<file path="config.mk">
export PLATFORM = sky130hd
export DESIGN_NAME = vec_prio_intc
export DESIGN_NICKNAME = d
export VERILOG_FILES = /design/src/rtl/vec_prio_intc.sv
export SDC_FILE = /design/constraint.sdc
export NUM_CORES = 1
export LEC_CHECK = 0
export BUFFER_PORTS_ARGS = -buffer_cell sky130_fd_sc_hd__buf_2
export CORE_MARGIN = 2
export CORE_UTILIZATION = 52
export CTS_CLUSTER_DIAMETER = 60
export DETAILED_ROUTE_END_ITERATION = 16
export GPL_TIMING_DRIVEN = 0
export PLACE_DENSITY_LB_ADDON = 0.12
export SLEW_MARGIN = 20
export SYNTH_ARGS = -nofsm -noshare
export SYNTH_HDL_FRONTEND = slang
export SYNTH_SLANG_ARGS = --single-unit
</file>
<file path="constraint.sdc">
create_clock -name clk -period 2.8 [get_ports clk]
set_input_delay 0.56 -clock clk [delete_from_list [all_inputs] [get_ports clk]]
set_output_delay 0.56 -clock clk [all_outputs]
set_load 0.02 [all_outputs]
</file>
<file path="src/rtl/vec_prio_intc.sv">
module vec_prio_intc #(
  parameter int N  = 8,
  parameter int VW = 8
) (
  input  logic          clk,
  input  logic          rst_n,
  input  logic [N-1:0]  req_in,
  input  logic          init_we,
  input  logic [VW-1:0] init_base,
  input  logic          int_ack,
  input  logic          eoi_cmd,
  output logic          irq,
  output logic          vec_valid,
  output logic [VW-1:0] vec_out
);
  localparam int IW = (N > 1) ? $clog2(N) : 1;

  logic          armed;
  logic [VW-1:0] base_q;
  logic [N-1:0]  req_d, pend_q, isr_q;
  logic [VW-1:0] vec_q;
  logic          vld_q;

  function automatic logic [IW-1:0] first_set(input logic [N-1:0] v);
    first_set = '0;
    for (int i = N - 1; i >= 0; i--)
      if (v[i]) first_set = IW'(i);
  endfunction

  wire [IW-1:0] pend_idx = first_set(pend_q);
  wire [IW-1:0] isr_idx  = first_set(isr_q);
  wire          pend_any = |pend_q;
  wire          isr_any  = |isr_q;
  wire          outranks = pend_any && (!isr_any || pend_idx < isr_idx);
  wire          grant    = int_ack && irq;

  wire [N-1:0] edges      = req_in & ~req_d;
  wire [N-1:0] grant_mask = grant ? (N'(1) << pend_idx) : '0;
  wire [N-1:0] eoi_mask   = (eoi_cmd && isr_any) ? (N'(1) << isr_idx) : '0;

  assign irq       = armed && outranks;
  assign vec_valid = vld_q;
  assign vec_out   = vec_q;

  always_ff @(posedge clk) begin
    if (!rst_n) begin
      armed  <= 1'b0;
      base_q <= '0;
      req_d  <= '0;
      pend_q <= '0;
      isr_q  <= '0;
      vec_q  <= '0;
      vld_q  <= 1'b0;
    end else begin
      req_d <= req_in;
      if (init_we) begin
        armed  <= 1'b1;
        base_q <= init_base;
        pend_q <= '0;
        isr_q  <= '0;
        vld_q  <= 1'b0;
      end else begin
        pend_q <= (pend_q & ~grant_mask) | (armed ? edges : '0);
        isr_q  <= (isr_q & ~eoi_mask) | grant_mask;
        vld_q  <= grant;
        if (grant) vec_q <= base_q + VW'(pend_idx);
      end
    end
  end
endmodule


</file>
==> impl_metrics.py <==
metrics = {
    "layout": {
        "multiInputGateArea_sq_mm": 0.001351,
        "fin_area_sq_mm": 0.002728,
        "ff_latch_area_sq_um": 847.1,
        "area_growth_pct": 23.79,
        "fillers": 345,
        "num_antenna_cells": 0,
        "drive_gt1_frac": 0.2685,
        "final_nets": 324,
    },
    "drt": {
        "antenna_left": 0,
        "wl_per_cell_um": 14.16,
        "wirelength_mm": 4.926,
        "vias": 1930,
        "dr.pass1.iters": 4,
        "drc_errors": 0,
        "viasPerCell": 5.546,
        "drt_iter0_drc": 123,
    },
    "yosys": {
        "synthesis.instances": 250,
        "synth_cell_types": 56,
        "yosysWarningCount": 0,
        "synth_nets": 277,
        "avgSynthCellArea_sq_um": 8.813,
        "ys_seq_elements": 42,
        "synth-async-reset-ratio": 0,
        "synth.area.top_cells": "dfxtp_1 38%, mux2i_1 7.3%, nand2_1 4.4%",
        "netlist_area_sq_mm": 0.002203,
        "yosysTopAreaCell": "dfxtp_1",
        "synth-edff-count": 0,
        "ys_seq_area_frac": 0.3816,
        "synth_top_cell_area_share": 0.3816,
        "synth_ff_type": "dfxtp_1",
    },
    "critical_path": {
        "worstSetupEndpointType": "primary output",
        "max_stage_delay_ns": 0.53,
        "arrival_ns": 2.44,
        "crit_family": "simple AND/OR/NAND/NOR gates",
        "cpMaxStageDelayCell": "or4_4",
        "cp_num_cells": 8,
        "worst-path-buf-inv": 2,
        "critical_path_required_ns": 2.24,
        "ff2ff_path_depth": 11,
        "cp-start-kind": "flip-flop",
        "worstSetupPathType": "flip-flop to primary output",
        "crit_chain": "or4_4 > and2_4 > ha_4 > a21oi_4 > inv_2 > a2111o_1 > a21oi_2 > buf_4",
        "path_max_fanout": 3,
    },
    "clock_network": {
        "cts_hold_buf": 0,
        "htree_num_levels": 2,
        "clkTransAtPathRegs_ns": 0.08,
        "clk_latency_ns": 0.29,
        "tritoncts": "done",
        "cts_buffers": 5,
        "root_buffer": "clkbuf_8",
        "clock-sinks": 42,
        "clk_path_buf_depth": 2,
    },
    "sta": {
        "fin_hold_ws_ns": 0.4592,
        "rsz0062_at_grt": "yes",
        "hold_viol": 0,
        "fin_setup_tns_ns": -0.1998,
        "slew_headroom": 0.4275,
        "worst_slack_ns": -0.1998,
        "finClkSkew_ns": 0.007678,
        "worst_pin_slew_ns": 0.8565,
        "setup_violations": 1,
        "clock.fmax_mhz": 333.4,
        "final.period_utilization": 1.071,
        "layout_min_cycle_time_ns": 3.000,
        "drv_slew": 0,
    },
    "global_route": {
        "grt_pass1_vias": 1786,
        "antenna_found_initial": 0,
        "globalRouteTotalUtil": 0.2149,
        "grt_max_degree": 14,
        "overflow": 0,
        "grt_pass1_wl_mm": 8.390,
    },
    "floorplanning": {
        "die_x_um": 69.10,
        "die_area_sq_mm": 0.004774,
        "die_y_um": 69.10,
        "core_region_area_sq_mm": 0.004029,
        "ios": 31,
        "rows": 23,
        "initial_core_util": 0.5469,
    },
    "min_path": {
        "hp-class": "flip-flop to flip-flop",
        "hold_depth": 2,
    },
    "place": {
        "place_ws_ns": -0.1425,
        "port_buffers": 29,
        "hpwl_mm": 3.432,
        "post_dp_cell_area_sq_mm": 0.002415,
        "routabilityCongestion": 0.7839,
    },
    "run": {
        "maxCapViolCount": 0,
    },
    "pwr": {
        "power.leakage_nw": 1.193,
        "powerDensity_mw_per_mm2": 515.6,
        "ir_worst_vdd_uv": 415.2,
    },
    "run_status": {
        "violations": "setup timing",
        "status": "finished, violations left",
    },
}
## where the power goes
group	switching, mW	internal (mW)	leakage, nW
logic	0.102	0.0938	0.777
registers	0.0137	0.615	0.345
clock network	0.202	0.380	0.0714
## kinds of logic after synthesis
| family | share of synthesized area |
|---|---|
| simple gates | 0.2493 |
| compound gates | 0.1925 |
| flops | 0.3816 |
| buf+inv | 0.04259 |
| mux | 0.07268 |
| xor+xnor | 0.02385 |
| fa+ha+maj | 0.03748 |
## cells in the mapped netlist (all sizes together) (3+ instances only)
library cell and n:
nand2b 4, or2 4, nor4 3, and2 13
nor3 5, mux2i 16, inv 11, nor2 14
a211oi 3, buf 3, and3b 3, o211ai 3
o21ai 12, ha 5, o31ai 5, o22ai 3
o21bai 3, dfxtp 42, a21o 3, clkbuf 7
xnor2 4, nand3 4, nand2 26, nand3b 4
a21oi 11, nor2b 14
## area by class of cell
| class | count | area share |
|---|---|---|
| multi-input cells | 187 | 0.4954 |
| flip-flops and latches | 42 | 0.3105 |
| repair buffers | 40 | 0.08440 |
| clock buffers | 6 | 0.03028 |
| well taps | 50 | 0.02294 |
| clock inverters | 2 | 0.02202 |
| plain buffers | 10 | 0.01927 |
| inverters | 11 | 0.01514 |
## path summary, 6_finish.rpt
kind	startpoint	endpoint	slack, ns
worst max-delay path	pend_q[7]	irq	-0.20
worst min-delay path	vec_out[1]	vec_out[1]	0.46
worst max register to register	pend_q[7]	isr_q[4]	0.07
worst min register to register	vec_out[1]	vec_out[1]	0.46
## flip-flops by register name, summed over array words and instances (netlist names)
name / count
armed: 1
vec_valid: 1
req_d: 8
vec_out: 8
base_q: 8
isr_q: 8
pend_q: 8
## worst register-to-register path, cell delays in order (launching register included)
cell       delay, ns
dfxtp_2         0.33
or4_4           0.53
and2_4          0.17
ha_4            0.23
a21oi_4         0.18
buf_4           0.14
buf_4           0.09
buf_4           0.09
nand4_1         0.10
a2111oi_2       0.44
nor2_2          0.13
o31ai_2         0.23
## routing by layer
metal  up-vias  part of all wire  wire length [um]  GRT usage
li1        980                 -                 -          -
met1       889              0.49              2420     0.3088
met2        54              0.46              2266     0.3280
met3         7             0.036               179    0.03655
met4         0             0.012                60    0.06972
met5         -                 0                 0          0
## cell usage in the layout, fill, tap and decap left out, types with 3 or more instances in the layout
cell type / synthesis / layout
a211oi_1: 3 / 3
a21o_1: 3 / 3
a21oi_1: 10 / 8
and2_1: 13 / 12
and3b_1: 3 / 3
buf_2: 0 / 28
buf_4: 0 / 12
clkbuf_1: 7 / 7
clkbuf_8: 0 / 6
dfxtp_1: 42 / 39
ha_1: 5 / 3
inv_1: 11 / 9
mux2i_1: 16 / 16
nand2_1: 26 / 26
nand2b_1: 4 / 4
nand3_1: 4 / 4
nand3b_1: 4 / 4
nor2_1: 13 / 12
nor2b_1: 14 / 14
nor3_1: 5 / 5
nor4_4: 0 / 3
o211ai_1: 3 / 3
o21ai_0: 11 / 10
o22ai_1: 3 / 3
o31ai_1: 4 / 4
or2_2: 3 / 3
xnor2_1: 4 / 4
## metrics by stage
step           std cells    util  power [mW]
6_report             348  0.6770       1.406
5_1_grt              348  0.6770       1.469
4_1_cts              345  0.6658       1.402
3_5_place_dp         329  0.5994      0.7971
3_3_place_gp         329  0.5994      0.7948
2_1_floorplan        250       -      0.7514
## timing repair
action / CTS / global route
endpoints found under the setup margin: 1 / 8
buffers inserted: 8 / 3
pin swaps: 5 / 4
resized for setup: 14 / 7
No activity file was read; power rests on OpenSTA's default activity.
